File: src/rtl/tlbreg_pkg.sv
`timescale 1ns/1ps
package tlbreg_pkg;
    localparam logic [2:0] SEL_DATA = 3'd0;
    localparam logic [2:0] SEL_TAG  = 3'd1;
    localparam logic [2:0] SEL_IDX  = 3'd2;
    localparam logic [2:0] SEL_SRCH = 3'd3;
    localparam logic [2:0] SEL_PID  = 3'd4;
    localparam logic [2:0] SEL_ZONE = 3'd5;

    localparam int VALID_BIT = 6;
    localparam int MISS_BIT  = 31;

    typedef struct packed {
        logic [31:0] pid;
        logic [31:0] zone;
        logic [31:0] idx;
        logic [31:0] rd;
        logic        ill;
        logic        inv;
        logic        inv_all;
        logic [7:0]  inv_idx;
        logic        perr;
    } ctl_regs_t;

    // Page mask on address bits 31:10 for a size code (1 KiB * 4^code).
    function automatic logic [21:0] page_mask(input logic [2:0] code);
        return 22'h3FFFFF << {code, 1'b0};
    endfunction
endpackage

File: src/rtl/tlb_entry_match.sv
`timescale 1ns/1ps
module tlb_entry_match #(
    parameter int ZONES = 16
) (
    input  logic [21:0] tag_page,
    input  logic [2:0]  tag_code,
    input  logic        tag_valid,
    input  logic [3:0]  zone_sel,
    input  logic [7:0]  owner,
    input  logic [21:0] key_page,
    input  logic [7:0]  cur_pid,
    input  logic [31:0] zone_word,
    input  logic        user,
    output logic        hit
);
    import tlbreg_pkg::*;

    localparam logic [4:0] ZLIM = 5'(ZONES);

    logic [21:0] mask;
    logic        page_eq;
    logic        owner_ok;
    logic [4:0]  shamt;
    logic [31:0] zshift;
    logic [1:0]  zfield;

    always_comb begin
        mask     = page_mask(tag_code);
        page_eq  = ((key_page ^ tag_page) & mask) == '0;
        owner_ok = (owner == 8'd0) || (owner == cur_pid);
        shamt    = 5'd30 - {zone_sel, 1'b0};
        zshift   = zone_word >> shamt;
        zfield   = ({1'b0, zone_sel} >= ZLIM) ? 2'd1 : zshift[1:0];
        hit      = tag_valid && page_eq && owner_ok && !(zfield == 2'd0 && user);
    end
endmodule

File: src/rtl/tlb_search_unit.sv
`timescale 1ns/1ps
module tlb_search_unit #(
    parameter int ENTRIES       = 16,
    parameter int ZONES         = 16,
    parameter int SEARCH_CYCLES = 4,
    localparam int IW = $clog2(ENTRIES),
    localparam int CW = $clog2(SEARCH_CYCLES + 1)
) (
    input  logic                     clk,
    input  logic                     rst_n,
    input  logic                     start,
    input  logic [21:0]              key_page,
    input  logic                     user,
    input  logic [7:0]               cur_pid,
    input  logic [31:0]              zone_word,
    input  logic [ENTRIES-1:0][31:0] tags,
    input  logic [ENTRIES-1:0][3:0]  zsels,
    input  logic [ENTRIES-1:0][7:0]  owners,
    output logic                     busy,
    output logic                     done,
    output logic                     found,
    output logic [IW-1:0]            found_idx
);
    typedef struct packed {
        logic          busy;
        logic [CW-1:0] cnt;
        logic [21:0]   key;
        logic          user;
    } srch_t;

    srch_t s_d, s_q;
    logic [ENTRIES-1:0] hits;

    for (genvar g = 0; g < ENTRIES; g++) begin : g_match
        tlb_entry_match #(.ZONES(ZONES)) u_match (
            .tag_page (tags[g][31:10]),
            .tag_code (tags[g][9:7]),
            .tag_valid(tags[g][6]),
            .zone_sel (zsels[g]),
            .owner    (owners[g]),
            .key_page (s_q.key),
            .cur_pid  (cur_pid),
            .zone_word(zone_word),
            .user     (s_q.user),
            .hit      (hits[g])
        );
    end

    always_comb begin
        s_d = s_q;
        if (start) begin
            s_d.busy = 1'b1;
            s_d.cnt  = CW'(SEARCH_CYCLES - 1);
            s_d.key  = key_page;
            s_d.user = user;
        end else if (s_q.busy) begin
            if (s_q.cnt == '0) s_d.busy = 1'b0;
            else               s_d.cnt  = s_q.cnt - 1'b1;
        end
    end

    always_comb begin
        found     = |hits;
        found_idx = '0;
        for (int i = ENTRIES - 1; i >= 0; i--) begin
            if (hits[i]) found_idx = IW'(i);
        end
    end

    assign busy = s_q.busy;
    assign done = s_q.busy && (s_q.cnt == '0);

    always_ff @(posedge clk) begin
        if (!rst_n) s_q <= '0;
        else        s_q <= s_d;
    end

    assert_no_restart_R8: assert property (@(posedge clk) disable iff (!rst_n)
        start |-> !s_q.busy);
    assert_done_ends_R5: assert property (@(posedge clk) disable iff (!rst_n)
        done |=> !busy);
endmodule

File: src/rtl/tlb_mgmt_regs.sv
`timescale 1ns/1ps
module tlb_mgmt_regs #(
    parameter int ENTRIES       = 16,
    parameter int ZONES         = 16,
    parameter int MMU_MODE      = 3,
    parameter int ACCESS_LVL    = 3,
    parameter int SEARCH_CYCLES = 4
) (
    input  logic        clk,
    input  logic        rst_n,
    input  logic        acc_valid,
    input  logic        acc_write,
    input  logic [2:0]  acc_sel,
    input  logic [31:0] acc_wdata,
    input  logic        priv_user,
    output logic [31:0] rd_data,
    output logic        busy,
    output logic        acc_illegal,
    output logic        inv_valid,
    output logic        inv_all,
    output logic [7:0]  inv_idx,
    output logic        pid_range_err
);
    import tlbreg_pkg::*;

    localparam int IW        = $clog2(ENTRIES);
    localparam bit ENABLED   = (MMU_MODE >= 2) && (ACCESS_LVL != 0);
    localparam bit RD_OK     = (ACCESS_LVL % 2) == 1;
    localparam bit WR_OK     = ACCESS_LVL > 1;

    ctl_regs_t r_d, r_q;

    logic [ENTRIES-1:0][31:0] tag_q, data_q;
    logic [ENTRIES-1:0][7:0]  tid_q;
    logic [ENTRIES-1:0][3:0]  zsel_w;
    logic [IW-1:0]            esel;
    logic                     tag_we, data_we, srch_start, take;
    logic                     srch_done, srch_found;
    logic [IW-1:0]            srch_idx;

    assign esel = r_q.idx[IW-1:0];

    for (genvar g = 0; g < ENTRIES; g++) begin : g_zsel
        assign zsel_w[g] = data_q[g][7:4];
    end

    tlb_search_unit #(
        .ENTRIES(ENTRIES), .ZONES(ZONES), .SEARCH_CYCLES(SEARCH_CYCLES)
    ) u_search (
        .clk      (clk),
        .rst_n    (rst_n),
        .start    (srch_start),
        .key_page (acc_wdata[31:10]),
        .user     (priv_user),
        .cur_pid  (r_q.pid[7:0]),
        .zone_word(r_q.zone),
        .tags     (tag_q),
        .zsels    (zsel_w),
        .owners   (tid_q),
        .busy     (busy),
        .done     (srch_done),
        .found    (srch_found),
        .found_idx(srch_idx)
    );

    always_comb begin
        r_d         = r_q;
        r_d.rd      = '0;
        r_d.ill     = 1'b0;
        r_d.inv     = 1'b0;
        r_d.inv_all = 1'b0;
        r_d.inv_idx = '0;
        r_d.perr    = 1'b0;
        tag_we      = 1'b0;
        data_we     = 1'b0;
        srch_start  = 1'b0;
        take        = acc_valid && !busy;

        if (take) begin
            if (!ENABLED) begin
                r_d.ill = 1'b1;
            end else if (acc_write) begin
                case (acc_sel)
                    SEL_DATA: data_we = 1'b1;
                    SEL_TAG: begin
                        tag_we = 1'b1;
                        if (tag_q[esel][VALID_BIT]) begin
                            r_d.inv     = 1'b1;
                            r_d.inv_idx = 8'(esel);
                        end
                    end
                    SEL_IDX: r_d.idx = acc_wdata;
                    SEL_SRCH: begin
                        if (WR_OK) srch_start = 1'b1;
                        else       r_d.ill    = 1'b1;
                    end
                    SEL_PID: begin
                        if (WR_OK) begin
                            if (acc_wdata != r_q.pid) begin
                                r_d.inv     = 1'b1;
                                r_d.inv_all = 1'b1;
                            end
                            r_d.pid  = acc_wdata;
                            r_d.perr = |acc_wdata[31:8];
                        end else begin
                            r_d.ill = 1'b1;
                        end
                    end
                    SEL_ZONE: begin
                        if (WR_OK) begin
                            if (acc_wdata != r_q.zone) begin
                                r_d.inv     = 1'b1;
                                r_d.inv_all = 1'b1;
                            end
                            r_d.zone = acc_wdata;
                        end else begin
                            r_d.ill = 1'b1;
                        end
                    end
                    default: r_d.ill = 1'b1;
                endcase
            end else begin
                case (acc_sel)
                    SEL_DATA: begin
                        if (RD_OK) r_d.rd  = data_q[esel];
                        else       r_d.ill = 1'b1;
                    end
                    SEL_TAG: begin
                        if (RD_OK) begin
                            r_d.rd  = tag_q[esel];
                            r_d.pid = {24'd0, tid_q[esel]};
                        end else begin
                            r_d.ill = 1'b1;
                        end
                    end
                    SEL_IDX:  r_d.rd = r_q.idx;
                    SEL_SRCH: r_d.rd = '0;
                    SEL_PID: begin
                        if (RD_OK) r_d.rd  = r_q.pid;
                        else       r_d.ill = 1'b1;
                    end
                    SEL_ZONE: begin
                        if (RD_OK) r_d.rd  = r_q.zone;
                        else       r_d.ill = 1'b1;
                    end
                    default: r_d.ill = 1'b1;
                endcase
            end
        end

        if (srch_done) begin
            if (srch_found) r_d.idx = 32'(srch_idx);
            else            r_d.idx = r_q.idx | (32'd1 << MISS_BIT);
        end
    end

    always_ff @(posedge clk) begin
        if (!rst_n) r_q <= '0;
        else        r_q <= r_d;
    end

    always_ff @(posedge clk) begin
        if (!rst_n) begin
            tag_q  <= '0;
            data_q <= '0;
            tid_q  <= '0;
        end else begin
            if (tag_we) begin
                tag_q[esel] <= acc_wdata;
                tid_q[esel] <= r_q.pid[7:0];
            end
            if (data_we) data_q[esel] <= acc_wdata;
        end
    end

    assign rd_data       = r_q.rd;
    assign acc_illegal   = r_q.ill;
    assign inv_valid     = r_q.inv;
    assign inv_all       = r_q.inv_all;
    assign inv_idx       = r_q.inv_idx;
    assign pid_range_err = r_q.perr;

    assert_inv_after_write_R4: assert property (@(posedge clk) disable iff (!rst_n)
        inv_valid |-> $past(acc_valid && acc_write));
    assert_illegal_after_access_R9: assert property (@(posedge clk) disable iff (!rst_n)
        acc_illegal |-> $past(acc_valid));
    assert_busy_from_search_R5: assert property (@(posedge clk) disable iff (!rst_n)
        $rose(busy) |-> $past(acc_valid && acc_write && acc_sel == SEL_SRCH));
    assert_pid_err_R12: assert property (@(posedge clk) disable iff (!rst_n)
        pid_range_err |-> $past(acc_wdata[31:8] != 24'd0));
    assert_idx_held_R8: assert property (@(posedge clk) disable iff (!rst_n)
        ($past(busy) && !$past(srch_done)) |-> $stable(r_q.idx));
    assert_off_quiet_R9: assert property (@(posedge clk) disable iff (!rst_n)
        !ENABLED |-> (!inv_valid && !busy && rd_data == 32'd0));
endmodule

File: config.mk
export PLATFORM = sky130hd
export DESIGN_NAME = tlb_mgmt_regs
export DESIGN_NICKNAME = d
export VERILOG_FILES = /design/src/rtl/tlbreg_pkg.sv /design/src/rtl/tlb_entry_match.sv /design/src/rtl/tlb_search_unit.sv /design/src/rtl/tlb_mgmt_regs.sv
export SDC_FILE = /design/constraint.sdc
export NUM_CORES = 2
export LEC_CHECK = 0
export ABC_AREA = 0
export BUFFER_PORTS_ARGS = -buffer_cell sky130_fd_sc_hd__buf_4
export CAP_MARGIN = 0
export CORE_MARGIN = 1.5
export CORE_UTILIZATION = 55
export CTS_CLUSTER_SIZE = 40
export DETAILED_ROUTE_END_ITERATION = 10
export MAX_ROUTING_LAYER = met4
export PLACE_DENSITY_LB_ADDON = 0.08
export SYNTH_ARGS = -nofsm -noshare
export SYNTH_HDL_FRONTEND = slang
export SYNTH_SLANG_ARGS = --single-unit
File: constraint.sdc
create_clock -name clk -period 5.55 [get_ports clk]
set_input_delay 0.555 -clock clk [delete_from_list [all_inputs] [get_ports clk]]
set_output_delay 0.555 -clock clk [all_outputs]
set_load 0.02 [all_outputs]
==> results.md <==
- Outcome: finished, final reports clean
- Final hold vios: 0
- GRT overflow: 0
- WS Path Type: flip-flop to flip-flop
- First-pass GRT wire length: 371000 µm
- CTS buffer count: 147
- Row cnt: around 130
- DIE AREA: between 100000 and 150000 µm²
- Max transition margin: under 10%
- GPL Wtd Cong: about 1.1
- Fin area: between 70000 and 80000 µm²
- CP cell instances: nor2_1, mux4_2, mux2i_1, mux2i_1, a2111oi_0, nor4_1, nand3_2, o21ai_4, buf_4, o21ai_0
- Yosys warning count: 0
- Largest net degree at the start of global routing: between 150 and 200
- All-Layer GR Usage: a little over two fifths
- Total Routed Length: 256000 µm
- Startpoint Class: flip-flop
- Dpl cells: 8780
- PortBufs: 80
- Crit path buffers/inverters: 1
- Post-Syn Area: roughly 65000 µm²
- PwrDens: 291 nW/µm²
- Chip width: 348 µm
- Cell variety after synth: 78
- Hold Path Stages: 3
- Worst hold path class: primary input to flip-flop
- Initial Utilization: between 50% and 60%
- Root Buffer: clkbuf_16
- CTS Sinks: between 1000 and 1500
- Most frequent CP cell: mux2i_1
- Fin crit period: 4.63 ns
- DR pass1 iterations: 6
- Placeable Area: 118000 µm²
- WP data required: 6.20 ns
- Top-area cell type share of the netlist area: 40.3%
- Slew of the pin with the lowest slew margin: approximately 1.4 ns
- H-tree depth: 4
- Detail Route Antenna Nets: 0
- Placed instance area: approximately 66000 µm²
- Post-CTS sizing: 0
- Total of max-cap violations: 0
- Crit path max-delay family: simple AND/OR/NAND/NOR gates
- Leakage: 22.6 nW
- Setup_tns: 0 ns
- Final setup fails: 0
- Initial antenna violation count: 18
- Flops & latches, synth: roughly 1300
- Non-Filler Instances: 9056
- Vias: slightly below 60000
- Crit path launch: r_q[79]
- DRT iter0 DRCs: around 8600
- CP Depth: 10
- Share of layout cells above drive strength 1: about an eighth
- Die height: between 300 and 400 µm
- Worst-case vdd ir drop: ~330 µV
- Dpl hpwl: approximately 170000 µm
- Reg clk slew, reported paths: around 0.06 ns
- RSZ-0062 raised after global routing: no
- Post-synth EDFFs: 0
- Max frequency: about 220 MHz
- Hold_sp: acc_sel[2]
- Slowest stage delay, CP: between 1 and 1.5 ns
- Total Power: 20.7 mW
- Worst setup EP type: flip-flop
- Area delta synth->final: 9.03%
- Post-CTS Setup Bufs: 0
- CP Data Arrival Time: between 5 and 6 ns
- R2r worst-path depth: 10
- Syn_area_per_cell: between 8 and 9 µm²
- Fin nets: between 7000 and 8000
- Number of global-route vias before repair: between 50000 and 60000
- Placement Setup Slack: between 1 and 1.5 ns
- Critical-path top delay cell: nor2_1
- Via density: 6.44
- # IOs: 85
- Slew Viols, Final: 0
- Async SR Flop Fraction: 0%
- Synth area leaders: dfxtp_1 (40%), nand2_1 (15%), mux4_2 (14%), a21oi_1 (10%), xnor2_1 (4.9%)
- Worst-case clock buffer depth: 3
- Clock skew: between 0.02 and 0.03 ns
- CP max FO: 54
- PnR worst setup slack: between 0.9 and 1 ns
- Final period util: 83.5%
- Cell accounting for the most synthesized area: dfxtp_1
- Fraction of the yosys area taken by sequential cells: ~40%
- CTS tree: done
- Worst r2r src: r_q[79]
- Wire per inst: 28.3 µm
- Top FF cell, synth: dfxtp_1
- DRC violations left: 0
- Worst-Skew Late Latency: 0.82 ns
- Cell count after synthesis: 7793
- # hold bufs at CTS: 0
[synth_stat cells (6+ instances only)]
cell       number
nand2_1      2546
a2111oi_0      13
buf_1          53
a41oi_1         7
o31ai_1        11
a21oi_1      1337
nor2b_1        11
nor2_1        131
nor2_2         12
a21o_1          9
nand3_1       114
dfxtp_1      1315
o21bai_1       13
buf_4          59
or2_2           7
and2_1          7
or3_1           7
buf_6           6
mux4_2        419
nor3b_1         7
clkbuf_1      615
xnor2_1       366
buf_2          50
o21ai_1         9
o21a_1          8
o21ai_0        53
inv_1          22
mux2i_1        54
nand2b_1       10
nand4_1        80
a211oi_1       16
a22oi_1        34
nor3_1         57
a41o_1          6
nor4_1         79
xor2_1        179
[cells in the final DEF (no fill, tap or decap), drive strengths merged, types with 14 or more instances in the layout]
master,count
a2111oi,14
nand4,81
mux2i,54
xor2,179
nand2,2546
clkinv,28
nor2,143
a211oi,16
nor4,79
nor3,57
nand3,115
mux4,423
xnor2,366
dfxtp,1315
o21ai,63
inv,28
a21oi,1337
clkbuf,217
a22oi,34
buf,234
[flip-flops by register name, indices dropped and copies added (netlist names), 4 cells and up]
| name | count |
|---|---|
| data_q | 512 |
| tag_q | 512 |
| tid_q | 128 |
| r_q | 92 |
| rd_data | 32 |
| u_search.s_q | 26 |
| esel | 4 |
| inv_idx | 4 |
[cell type report]
| class | instances | area [µm²] |
|---|---|---|
| antenna | 13 | 32.5 |
| clock buffer | 217 | 4450 |
| clock inverter | 46 | 533 |
| fill | 10300 | 46700 |
| inverter | 23 | 93.8 |
| multi-input combinational | 5672 | 35900 |
| sequential | 1315 | 26400 |
| tap | 1536 | 1920 |
| timing repair buffer | 234 | 1910 |
[stage by stage]
stage / utilization, % / hold slack, ns
6_report: 60.4 / 0.0849
5_1_grt: 60.4 / 0.0928
4_1_cts: 60.4 / 0.0490
3_5_place_dp: 56.1 / 0.443
3_3_place_gp: 56.1 / 0.438
2_1_floorplan: - / 0.433
[tightest hold or removal path, delay by kind of cell]
family | cells | cell delay (ns)
buffers and inverters | 1 | 0.17
and+or+nand+nor | 2 | 0.11
[power breakdown]
group	leakage, nW	internal, mW	switching, mW
combinational	9.53	0.289	0.809
sequential	10.6	9.46	0.0636
clock	2.45	5.94	4.19
total	22.6	15.7	5.06
[metal layers]
| metal | share of wire (%) | vias up | GRT usage (%) |
|---|---|---|---|
| met3 | 13 | 696 | 12.4 |
| met1 | 39 | 28300 | 56.4 |
| met5 | 0 | - | - |
| li1 | - | 25700 | - |
| met2 | 42 | 3685 | 59.7 |
| met4 | 5.8 | 0 | 21.5 |
[worst paths after layout]
| kind | slack [ns] | to |
|---|---|---|
| max | 0.92 | r_q[54] |
| min | 0.08 | acc_illegal |
| max reg2reg | 0.92 | r_q[54] |
| min reg2reg | 0.45 | data_q[83] |
[cells by family (layout without fill, tap and decap cells)]
group | count (synthesis) | in the layout | synth area share, %
simple gates | 3081 | 3081 | 19.0
compound gates | 1561 | 1561 | 12.7
flops | 1315 | 1315 | 40.3
buf+inv | 809 | 520 | 5.16
xor+xnor | 545 | 545 | 7.31
mux | 480 | 480 | 15.5
fa+ha+maj | 1 | 1 | 0.0192
other cells | 1 | 17 | 0.00574
No activity file was read; power rests on OpenSTA's default activity.
